===== config.mk =====
export PLATFORM = sky130hd
export DESIGN_NAME = track_adc_ctrl
export DESIGN_NICKNAME = d
export VERILOG_FILES = /design/src/rtl/track_pkg.sv /design/src/rtl/track_step.sv /design/src/rtl/track_lock_fsm.sv /design/src/rtl/track_adc_ctrl.sv
export SDC_FILE = /design/constraint.sdc
export NUM_CORES = 1
export LEC_CHECK = 0
export ABC_AREA = 1
export BUFFER_PORTS_ARGS = -buffer_cell sky130_fd_sc_hd__buf_2
export CORE_MARGIN = 3
export CORE_UTILIZATION = 30
export CTS_CLUSTER_DIAMETER = 50
export DETAILED_ROUTE_END_ITERATION = 10
export MAX_ROUTING_LAYER = met4
export PLACE_DENSITY_LB_ADDON = 0.2
export SYNTH_ARGS = -nofsm -noshare
export SYNTH_HDL_FRONTEND = slang
export SYNTH_HIERARCHICAL = 1
export SYNTH_SLANG_ARGS = --single-unit

===== constraint.sdc =====
create_clock -name clk -period 2.05 [get_ports clk]
set_clock_uncertainty 0.1 [all_clocks]
set_input_delay 0.1025 -clock clk [delete_from_list [all_inputs] [get_ports clk]]
set_output_delay 0.1025 -clock clk [all_outputs]
set_load 0.01 [all_outputs]

===== src/rtl/track_pkg.sv =====
package track_pkg;

    typedef enum logic {
        DIR_DOWN = 1'b0,
        DIR_UP   = 1'b1
    } dir_e;

    typedef enum logic [2:0] {
        LK_NOHIST = 3'd0,
        LK_HUNT   = 3'd1,
        LK_REV1   = 3'd2,
        LK_LOCKED = 3'd3,
        LK_SLIP1  = 3'd4
    } lock_state_e;

endpackage


===== src/rtl/track_step.sv =====
module track_step
    import track_pkg::*;
#(
    parameter int WIDTH = 8
) (
    input  logic             clk,
    input  logic             rst_n,
    input  logic             step_en,
    input  dir_e             dir,
    output logic [WIDTH-1:0] code_o,
    output logic             strobe_o
);
    localparam logic [WIDTH-1:0] CODE_MID = {1'b1, {(WIDTH-1){1'b0}}};
    localparam logic [WIDTH-1:0] CODE_MAX = {WIDTH{1'b1}};
    localparam logic [WIDTH-1:0] CODE_MIN = {WIDTH{1'b0}};
    localparam logic [WIDTH-1:0] ONE_LSB  = {{(WIDTH-1){1'b0}}, 1'b1};

    logic [WIDTH-1:0] code_q, code_d;
    logic             strobe_q;
    logic             at_top, at_bottom;

    assign at_top    = (code_q == CODE_MAX);
    assign at_bottom = (code_q == CODE_MIN);

    always_comb begin
        code_d = code_q;
        if (step_en) begin
            unique case (dir)
                DIR_UP:   if (!at_top)    code_d = code_q + ONE_LSB;
                DIR_DOWN: if (!at_bottom) code_d = code_q - ONE_LSB;
                default:  code_d = code_q;
            endcase
        end
    end

    always_ff @(posedge clk or negedge rst_n) begin
        if (!rst_n) begin
            code_q   <= CODE_MID;
            strobe_q <= 1'b0;
        end else begin
            code_q   <= code_d;
            strobe_q <= step_en;
        end
    end

    assign code_o   = code_q;
    assign strobe_o = strobe_q;


    a_r2_up_step: assert property (@(posedge clk) disable iff (!rst_n)
        ($past(rst_n) && $past(step_en) && $past(dir) == DIR_UP && $past(code_q) != CODE_MAX)
        |-> (code_q == $past(code_q) + ONE_LSB));


    a_r3_down_step: assert property (@(posedge clk) disable iff (!rst_n)
        ($past(rst_n) && $past(step_en) && $past(dir) == DIR_DOWN && $past(code_q) != CODE_MIN)
        |-> (code_q == $past(code_q) - ONE_LSB));


    a_r4_hold: assert property (@(posedge clk) disable iff (!rst_n)
        ($past(rst_n) && !$past(step_en)) |-> ($stable(code_q) && !strobe_q));


    a_r5_no_overflow: assert property (@(posedge clk) disable iff (!rst_n)
        ($past(rst_n) && $past(code_q) == CODE_MAX) |-> (code_q != CODE_MIN));


    a_r6_no_underflow: assert property (@(posedge clk) disable iff (!rst_n)
        ($past(rst_n) && $past(code_q) == CODE_MIN) |-> (code_q != CODE_MAX));


    a_r7_strobe_follows_update: assert property (@(posedge clk) disable iff (!rst_n)
        strobe_q |-> $past(step_en));

endmodule


===== src/rtl/track_lock_fsm.sv =====
module track_lock_fsm
    import track_pkg::*;
(
    input  logic clk,
    input  logic rst_n,
    input  logic step_en,
    input  dir_e dir,
    output logic locked_o
);
    lock_state_e state_q, state_d;
    dir_e        prev_dir_q;
    logic        reversal;
    logic        locked_q;

    assign reversal = (dir != prev_dir_q);

    // state register
    always_ff @(posedge clk or negedge rst_n) begin
        if (!rst_n) begin
            state_q    <= LK_NOHIST;
            prev_dir_q <= DIR_UP;
        end else begin
            state_q <= state_d;
            if (step_en) prev_dir_q <= dir;
        end
    end

    always_comb begin
        state_d = state_q;
        if (step_en) begin
            unique case (state_q)
                LK_NOHIST: state_d = LK_HUNT;
                LK_HUNT:   state_d = reversal ? LK_REV1   : LK_HUNT;
                LK_REV1:   state_d = reversal ? LK_LOCKED : LK_HUNT;
                LK_LOCKED: state_d = reversal ? LK_LOCKED : LK_SLIP1;
                LK_SLIP1:  state_d = reversal ? LK_LOCKED : LK_HUNT;
                default:   state_d = LK_NOHIST;
            endcase
        end
    end

    // output process
    always_ff @(posedge clk or negedge rst_n) begin
        if (!rst_n) begin
            locked_q <= 1'b0;
        end else begin
            unique case (state_d)
                LK_LOCKED, LK_SLIP1:                 locked_q <= 1'b1;
                LK_NOHIST, LK_HUNT, LK_REV1:         locked_q <= 1'b0;
                default:                             locked_q <= 1'b0;
            endcase
        end
    end

    assign locked_o = locked_q;


    a_r8_lock_rises_on_update: assert property (@(posedge clk) disable iff (!rst_n)
        $rose(locked_q) |-> ($past(step_en) && $past(reversal)));


    a_r9_lock_falls_on_repeat: assert property (@(posedge clk) disable iff (!rst_n)
        $fell(locked_q) |-> ($past(step_en) && !$past(reversal)));


    a_r4_lock_hold: assert property (@(posedge clk) disable iff (!rst_n)
        ($past(rst_n) && !$past(step_en)) |-> $stable(locked_q));

endmodule


===== src/rtl/track_adc_ctrl.sv =====
module track_adc_ctrl
    import track_pkg::*;
#(
    parameter int WIDTH = 8
) (
    input  logic             clk,
    input  logic             rst_n,
    input  logic             tick_i,
    input  logic             above_i,
    output logic [WIDTH-1:0] code_o,
    output logic             upd_o,
    output logic             locked_o
);
    dir_e step_dir;

    assign step_dir = above_i ? DIR_UP : DIR_DOWN;

    track_step #(.WIDTH(WIDTH)) u_step (
        .clk      (clk),
        .rst_n    (rst_n),
        .step_en  (tick_i),
        .dir      (step_dir),
        .code_o   (code_o),
        .strobe_o (upd_o)
    );

    track_lock_fsm u_lock (
        .clk      (clk),
        .rst_n    (rst_n),
        .step_en  (tick_i),
        .dir      (step_dir),
        .locked_o (locked_o)
    );


    a_r7_strobe_only_after_tick: assert property (@(posedge clk) disable iff (!rst_n)
        ($past(rst_n) && $past(tick_i)) |-> upd_o);

endmodule


==> results of run 1 <==
## synth_stat cells, drive strengths merged (2+ instances only)
| cell type | count |
|---|---|
| dfstp | 2 |
| nor2 | 17 |
| dfrtp | 12 |
| xnor2 | 2 |
| a21oi | 4 |
| nand2 | 65 |
| ha | 6 |
| or2 | 2 |
| inv | 19 |
| nand3b | 2 |
| nand3 | 14 |
## cell type report
type                    instances  share of cell area [%]
multi-input cells             116                    48.5
flip-flops and latches         14                    29.7
well taps                      44                    4.63
repair buffers                 16                    7.99
inverters                      19                    6.20
clock buffers                   4                    3.05
## metal layers
metal	up-vias	part of all wire (%)	track usage, %	wire length (um)
met5	-	0	-	0
li1	502	-	-	-
met1	415	46	14.0	1050
met4	0	1.2	3.23	27
met2	10	50	20.9	1130
met3	2	2.0	2.11	45
## metrics by stage
| stage | total power [mW] | instance area (um2) | hold WS (ns) | cells | util [%] |
|---|---|---|---|---|---|
| 2_1_floorplan | 1.10 | 1000 | -0.293 | 149 | - |
| 3_3_place_gp | 1.33 | 1120 | -0.0799 | 206 | 35.9 |
| 3_5_place_dp | 1.33 | 1120 | -0.0783 | 206 | 35.9 |
| 4_1_cts | 1.55 | 1190 | 0.151 | 213 | 38.0 |
| 5_1_grt | 1.70 | 1190 | 0.156 | 213 | 38.0 |
| 6_report | 1.53 | 1190 | 0.148 | 213 | 38.0 |
## flip-flops by register name (all words and copies together) (netlist names)
name,cells
u_lock/state_q,3
u_step/strobe_o,1
u_lock/locked_o,1
u_step/code_o,8
u_lock/prev_dir_q,1
## where the power goes
part / switching, mW / internal [mW]
clock network: 0.0919 / 0.108
logic: 0.467 / 0.342
registers: 0.134 / 0.384
total: 0.693 / 0.834
## kinds of logic after synthesis
family                   Yosys count  share of synthesized area (%)
AND/OR/NAND/NOR                  100                           42.1
buffers and inverters             19                           7.36
flip-flops                        14                           35.2
adder cells (fa/ha/maj)            7                           9.48
AO/OA/AOI/OAI                      6                           3.24
XOR/XNOR                           3                           2.62
## worst max-delay path by stage
stage / start / endpoint / cells after the start
6_report: above_i / u_step/code_o[5] / 10
2_1_floorplan: u_step/code_o[0] / u_step/code_o[6] / 7
4_1_cts: above_i / u_step/code_o[5] / 10
3_3_place_gp: u_step/code_o[0] / u_step/code_o[6] / 7
3_5_place_dp: u_step/code_o[0] / u_step/code_o[6] / 7
5_1_grt: above_i / u_step/code_o[7] / 10
## worst max-delay path, delay by kind of cell
| family | cells | cell delay, ns |
|---|---|---|
| buffers and inverters | 3 | 0.92 |
| adder cells (fa/ha/maj) | 1 | 0.33 |
| AND/OR/NAND/NOR | 6 | 0.63 |
==> qor.csv, run 1 <==
metric;value;unit
crit path cell chain;dlygate4sd3_1 -> buf_2 -> inv_1 -> ha_1 -> or2_1 -> nand3_1 -> nand2_1 -> nand2_1 -> nand3_1 -> nand2_1;
first-pass GRT wire length;3.73;mm
synthesized flop and latch total;14;
min Tclk post-route;1.86;ns
clk slew on worst S/H paths;0.09;ns
cell area after synthesis;1000;um2
ys flop type;dfrtp_1;
Root Driver;clkbuf_4;
post-cts sizing count;0;
share of layout cells above drive strength 1;14.8;%
r2r setup slk;0.41;ns
Worst R2R End;u_step/code_o[6];
# Post-CTS Setup Buffers;0;
Async SR Flop Fraction;100;%
Cells after Synth;149;
fin nets;181;
total nets after synthesis;160;
Initial Utilization;32.1;%
commonest non-fill, non-tap cell in the layout;nand2_1;
via count;929;
Vias/cell;4.36;
Yosys top cell by area;dfrtp_1;
Placeable Area;3130;um2
fmax;0.537;GHz
Max rail drop VDD;0.574;mV
Tightest Pin Transition;0.329;ns
leakage power;0.674;nW
RSZ-0062 raised after global routing;no;
max cap viols;0;
commonest cells after routing, fill and taps aside;nand2_1, inv_1, nand3_1, nor2_1, buf_2;
Max Slew Vio Count;0;
Arrival @ worst endpoint;1.99;ns
Final Setup Violations;0;
GRT overflow;0;
vias in the first global route;851;
fill count;341;
setup TNS;0;ns
syn avg cell area;6.73;um2
WL per Instance;10.6;um
Final Cycle Share;90.9;%
min-delay worst type;input port to asynchronous set/reset pin;
initial antenna violation count;0;
hpwl dp;1.72;mm
Diodes inserted;0;
status;complete, no violations;
gp weighted congestion;0.782;
GRT Total Usage;11.9;%
Crit Path Category;input port to register;
Iteration-0 DRC Markers;32;
Die H;63.8;um
CTS max path bufs;2;
CP endpoint kind;register;
Worst R2R Path Depth;8;
Synth area leaders;dfrtp_1, nand2_1, ha_1;
largest net degree at the start of global routing;15;
Post-Place Setup Slack;0.417;ns
Netlist cell types;19;
max_slew headroom;78.1;%
clock sink count;14;
critical path's slowest cell;dlygate4sd3_1;
Final Hold Fails;0;
die width;63.8;um
Die ar.;4070;um2
Synth top area share;29.9;%
PortBufs;13;
CP max stage delay;0.53;ns
I/O pin cnt;14;
power density over the cells;1280;nW/um2
Post-synth EDFFs;0;
Worst Path Required;2.17;ns
CTS tree;done;
most frequent CP cell;nand2_1;
Critical Path Start Type;input port;
Row Count;20;
sequential fraction of the synthesis area;35.2;%
number of remaining DRC errors;0;
register area;353;um2
hold buffer count at CTS;3;
Multi-input gate area;577;um2
clock buffer count from CTS;3;
final worst slack;0.186;ns
CP Max Fanout;7;
DRT Pass-1 Iters;4;
WL final;2.25;mm
H-tree Lvls;1;
R2R Path Start;u_step/code_o[0];
Routed Antenna Nets;0;
Syn. warnings;6;
clock latency on the worst-skew pair;0.28;ns
area delta synth->final;18.6;%
(Power assumes the default switching activity.)
==> run 2: changes to the inputs <==
--- a/config.mk
+++ b/config.mk
@@ -7,12 +7,12 @@
 export LEC_CHECK = 0
 export ABC_AREA = 1
 export BUFFER_PORTS_ARGS = -buffer_cell sky130_fd_sc_hd__buf_2
-export CORE_MARGIN = 3
+export CORE_MARGIN = 2
 export CORE_UTILIZATION = 30
 export CTS_CLUSTER_DIAMETER = 50
 export DETAILED_ROUTE_END_ITERATION = 10
 export MAX_ROUTING_LAYER = met4
-export PLACE_DENSITY_LB_ADDON = 0.2
+export PLACE_DENSITY_LB_ADDON = 0.15
 export SYNTH_ARGS = -nofsm -noshare
 export SYNTH_HDL_FRONTEND = slang
 export SYNTH_HIERARCHICAL = 1
==> run 2 against run 1 <==
- die area decreased by 6.2%
- power increased by 0.43%
- flip-flop and latch count unchanged
- critical path type unchanged
- highest routed layer unchanged
- cell area unchanged
- core utilization unchanged
- cell count stayed put
- sequential share of layout area did not move
- first-iteration DRC count rose by 28%
- worst hold slack got worse by 0.0087 ns
- maximum frequency rose by 0.71%
==> qor.csv, run 2 (synthesized netlist as in run 1, its figures left out) <==
metric;value;unit;change
status;complete, no violations;;unchanged
Final Setup Violations;0;;unchanged
area delta synth->final;18.6;%;unchanged
share of layout cells above drive strength 1;14.8;%;unchanged
Placeable Area;3130;um2;unchanged
Iteration-0 DRC Markers;41;;was 32
clk slew on worst S/H paths;0.09;ns;about the same
hpwl dp;1.69;mm;was 1.72 mm
Worst Path Required;2.16;ns;was 2.17 ns
Post-Place Cells;206;;unchanged
GRT Total Usage;13.4;%;was 11.9%
commonest cells after routing, fill and taps aside;nand2_1, inv_1, nand3_1, nor2_1, buf_2;;unchanged
DRT Pass-1 Iters;4;;unchanged
Vias/cell;4.39;;was 4.36
clock latency on the worst-skew pair;0.28;ns;about the same
Crit Path Category;input port to register;;unchanged
commonest non-fill, non-tap cell in the layout;nand2_1;;unchanged
I/O pin cnt;14;;unchanged
PortBufs;13;;unchanged
leakage power;0.674;nW;unchanged
CP Max Fanout;7;;unchanged
largest net degree at the start of global routing;15;;unchanged
hold buffer count at CTS;3;;unchanged
CTS tree;done;;unchanged
Die H;61.8;um;was 63.8 um
clock sink count;14;;unchanged
max_slew headroom;78.4;%;was 78.1%
Critical Path Start Type;input port;;unchanged
# Post-CTS Setup Buffers;0;;unchanged
final worst slack;0.199;ns;was 0.186 ns
H-tree Lvls;1;;unchanged
number of remaining DRC errors;0;;unchanged
fin nets;181;;unchanged
Max Slew Vio Count;0;;unchanged
WL final;2.16;mm;was 2.25 mm
Post-Place Setup Slack;0.399;ns;was 0.417 ns
die width;61.8;um;was 63.8 um
CP endpoint kind;register;;unchanged
Max rail drop VDD;0.464;mV;was 0.574 mV
CTS max path bufs;2;;unchanged
Diodes inserted;0;;unchanged
Final Cycle Share;90.3;%;was 90.9%
Tightest Pin Transition;0.323;ns;was 0.329 ns
setup TNS;0;ns;unchanged
fmax;0.540;GHz;was 0.537 GHz
Final Hold Fails;0;;unchanged
min Tclk post-route;1.85;ns;was 1.86 ns
RSZ-0062 raised after global routing;no;;unchanged
min-delay worst type;input port to asynchronous set/reset pin;;unchanged
gp weighted congestion;0.806;;was 0.782
Initial Utilization;32.1;%;unchanged
Routed Antenna Nets;0;;unchanged
WL per Instance;10.2;um;was 10.6 um
Largest register FFs;8;;unchanged
max cap viols;0;;unchanged
Row Count;20;;unchanged
initial antenna violation count;0;;unchanged
Root Driver;clkbuf_4;;unchanged
vias in the first global route;880;;was 851
GRT overflow;0;;unchanged
clock buffer count from CTS;3;;unchanged
first-pass GRT wire length;3.66;mm;was 3.73 mm
post-cts sizing count;0;;unchanged
power density over the cells;1290;nW/um2;was 1280 nW/um2
Die ar.;3820;um2;was 4070 um2
non-filler cells, final;213;;unchanged
Arrival @ worst endpoint;1.96;ns;was 1.99 ns
via count;936;;was 929
## run 2: worst max-delay path, stage by stage
cell and delay [ns]:
dlygate4sd3_1 0.53, buf_2 0.16, inv_1 0.22, ha_1 0.31, or2_1 0.25, nand3_1 0.12, nand2_1 0.06, nand2_1 0.06
nand3_1 0.08, nand2_1 0.08
## run 2: power breakdown
group          internal [mW]  total, mW  leakage, nW  switching [mW]
sequential             0.384      0.524        0.169           0.140
combinational          0.342      0.814        0.484           0.472
clock                  0.108      0.196       0.0210          0.0882
## run 2: through the flow
step                      utilization (%)  total power [mW]  area, um2  hold slack, ns
after floorplan                         -              1.10       1000          -0.293
final                                38.0              1.53       1190           0.140
after CTS                            38.0              1.56       1190           0.151
after global routing                 38.0              1.71       1190           0.166
after global placement               35.9              1.33       1120         -0.0788
after detailed placement             35.9              1.35       1120         -0.0785
## run 2: worst paths after layout
check,to,cells after the start,from,slack (ns)
worst max register to register,u_step/code_o[6],7,u_step/code_o[0],0.39
worst min register to register,u_step/code_o[7],2,u_step/code_o[7],0.40
max in group asynchronous,u_step/code_o[7],2,rst_n,1.41
min in group clk,u_step/code_o[7],2,u_step/code_o[7],0.40
worst max-delay path,u_step/code_o[5],10,above_i,0.20
worst min-delay path,u_step/code_o[0],2,rst_n,0.14
## run 2: routing by layer
metal	global-route usage, %	vias up	wire (um)
met5	-	-	0
met4	6.38	0	27
met3	1.45	2	69
met2	21.1	15	979
met1	17.2	417	1090
li1	-	502	-
## run 2: final cells by class
class	instances	area [um2]
Clock buffer	4	36.3
Timing Repair Buffer	16	95.1
Fill cell	354	1940
Inverter	19	73.8
Multi-Input combinational cell	116	577
Sequential cell	14	353
Tap cell	44	55.1
==> run 3: changes to the inputs <==
==> constraint.sdc (replaced) <==
create_clock -name clk -period 2.05 [get_ports clk]
set_clock_uncertainty 0.1 [all_clocks]
set_input_delay 0.5125 -clock clk [delete_from_list [all_inputs] [get_ports clk]]
set_output_delay 0.5125 -clock clk [all_outputs]
set_load 0.01 [all_outputs]
==> run 3 against run 2 <==
- cell count fell by 1.4%
- core utilization fell by 0.96 points
- power shrank 0.76%
- via count decreased by 2.1%
- clock power about the same
- cell area down 2.5%
- non-clock buffer count down 3
- count of clock-buffer cells in the layout stayed put
- register-to-register slack better by 0.05 ns
- die area stayed put
- combinational power shrank 2%
- maximum frequency increased by 8.1%
- critical endpoint is now u_step/code_o[7]
- highest routed layer unchanged
==> qor.csv, run 3 (synthesized netlist as in run 1, its figures left out) <==
metric;value;unit;change
CTS tree;done;;unchanged
crit path cell chain;buf_2 -> inv_1 -> ha_1 -> or2_1 -> nand3_1 -> nand2_1 -> nand2_1 -> nand3_1 -> nand2_1;;was dlygate4sd3_1 -> buf_2 -> inv_1 -> ha_1 -> or2_1 -> nand3_1 -> nand2_1 -> nand2_1 -> nand3_1 -> nand2_1
CTS max path bufs;2;;unchanged
CP endpoint kind;register;;unchanged
Tightest Pin Transition;0.330;ns;was 0.323 ns
WL per Instance;10.1;um;was 10.2 um
I/O pin cnt;14;;unchanged
Critical Path Start Type;input port;;unchanged
hpwl dp;1.66;mm;was 1.69 mm
max_slew headroom;78.0;%;was 78.4%
critical path's slowest cell;ha_1;;was dlygate4sd3_1
share of layout cells above drive strength 1;15.1;%;was 14.8%
post-cts sizing count;0;;unchanged
CP Max Fanout;7;;unchanged
r2r setup slk;0.44;ns;was 0.39 ns
Diodes inserted;0;;unchanged
Final Hold Fails;0;;unchanged
Largest register FFs;8;;unchanged
leakage power;0.661;nW;was 0.674 nW
Placeable Area;3130;um2;unchanged
Routed Antenna Nets;0;;unchanged
hold buffer count at CTS;0;;was 3
fill count;350;;was 354
status;complete, no violations;;unchanged
die width;61.8;um;unchanged
PortBufs;13;;unchanged
Die H;61.8;um;unchanged
commonest cells after routing, fill and taps aside;nand2_1, inv_1, nand3_1, nor2_1, buf_2;;unchanged
clock latency on the worst-skew pair;0.27;ns;was 0.28 ns
max cap viols;0;;unchanged
Final Setup Violations;0;;unchanged
# Post-CTS Setup Buffers;0;;unchanged
GRT overflow;0;;unchanged
min-delay worst type;input port to asynchronous set/reset pin;;unchanged
Root Driver;clkbuf_4;;unchanged
fin nets;178;;was 181
power density over the cells;1310;nW/um2;was 1290 nW/um2
min Tclk post-route;1.71;ns;was 1.85 ns
Iteration-0 DRC Markers;46;;was 41
Max rail drop VDD;0.431;mV;was 0.464 mV
vias in the first global route;800;;was 880
smallest hold slack;0.0194;ns;was 0.140 ns
WL final;2.13;mm;was 2.16 mm
first-pass GRT wire length;3.43;mm;was 3.66 mm
Vias/cell;4.36;;was 4.39
Max Slew Vio Count;0;;unchanged
GRT Total Usage;12.4;%;was 13.4%
Die ar.;3820;um2;unchanged
Final Cycle Share;83.5;%;was 90.3%
initial antenna violation count;0;;unchanged
Initial Utilization;32.1;%;unchanged
clock buffer count from CTS;3;;unchanged
DRT Pass-1 Iters;4;;unchanged
commonest non-fill, non-tap cell in the layout;nand2_1;;unchanged
CP max stage delay;0.31;ns;was 0.53 ns
largest net degree at the start of global routing;15;;unchanged
fmax;0.584;GHz;was 0.540 GHz
clk slew on worst S/H paths;0.09;ns;about the same
H-tree Lvls;1;;unchanged
most frequent CP cell;nand2_1;;unchanged
via count;916;;was 936
gp weighted congestion;0.817;;was 0.806
clock sink count;14;;unchanged
Row Count;20;;unchanged
RSZ-0062 raised after global routing;no;;unchanged
Crit Path Category;input port to register;;unchanged
area delta synth->final;15.6;%;was 18.6%
Arrival @ worst endpoint;1.83;ns;was 1.96 ns
setup TNS;0;ns;unchanged
Worst Path Required;2.17;ns;was 2.16 ns
number of remaining DRC errors;0;;unchanged
## run 3: cell types whose count changed in the layout (fill, tap and decap cells not counted)
cell	delta
dlygate4sd3_1	-3
## run 3: area by class of cell
class | count | area (um2) | area share (%)
multi-input combinational | 116 | 577 | 49.7
tap | 44 | 55.1 | 4.75
clock buffer | 4 | 36.3 | 3.13
inverter | 19 | 73.8 | 6.36
timing repair buffer | 13 | 65.1 | 5.61
sequential | 14 | 353 | 30.4
## run 3: layer usage
| metal | GRT usage (%) | vias up | wire, um |
|---|---|---|---|
| li1 | - | 495 | - |
| met1 | 16.5 | 408 | 1140 |
| met2 | 19.7 | 11 | 915 |
| met3 | 1.24 | 2 | 48 |
| met4 | 4.56 | 0 | 22 |
| met5 | - | - | 0 |
## run 3: path summary, 6_finish.rpt
| path | start | to | depth (start not counted) |
|---|---|---|---|
| max | above_i | u_step/code_o[7] | 9 |
| min | rst_n | u_step/code_o[2] | 1 |
| max reg2reg | u_step/code_o[0] | u_step/code_o[6] | 8 |
| min reg2reg | u_step/code_o[7] | u_step/code_o[7] | 2 |
| max in group asynchronous | rst_n | u_step/code_o[7] | 1 |
| min in group clk | tick_i | u_step/strobe_o | 1 |
## run 3: worst max-delay path: cells and delay by family
kind	cells	cell delay, ns
and+or+nand+nor	6	0.67
adders and majority gates	1	0.31
buffers and inverters	2	0.34
## run 3: power breakdown
part,switching (mW),total [mW],internal (mW)
Combinational,0.463,0.801,0.338
Clock,0.0915,0.199,0.108
Sequential,0.138,0.522,0.384
Total,0.692,1.52,0.830
## run 3: per-stage QoR
step           total power, mW  setup slack [ns]  area [um2]  instances  util [%]
3_5_place_dp              1.34            0.0721        1120        206      35.9
6_report                  1.52             0.338        1160        210      37.1
4_1_cts                   1.55             0.360        1160        210      37.1
2_1_floorplan             1.10             0.379        1000        149         -
5_1_grt                   1.69             0.202        1160        210      37.1
3_3_place_gp              1.32            0.0832        1120        206      35.9
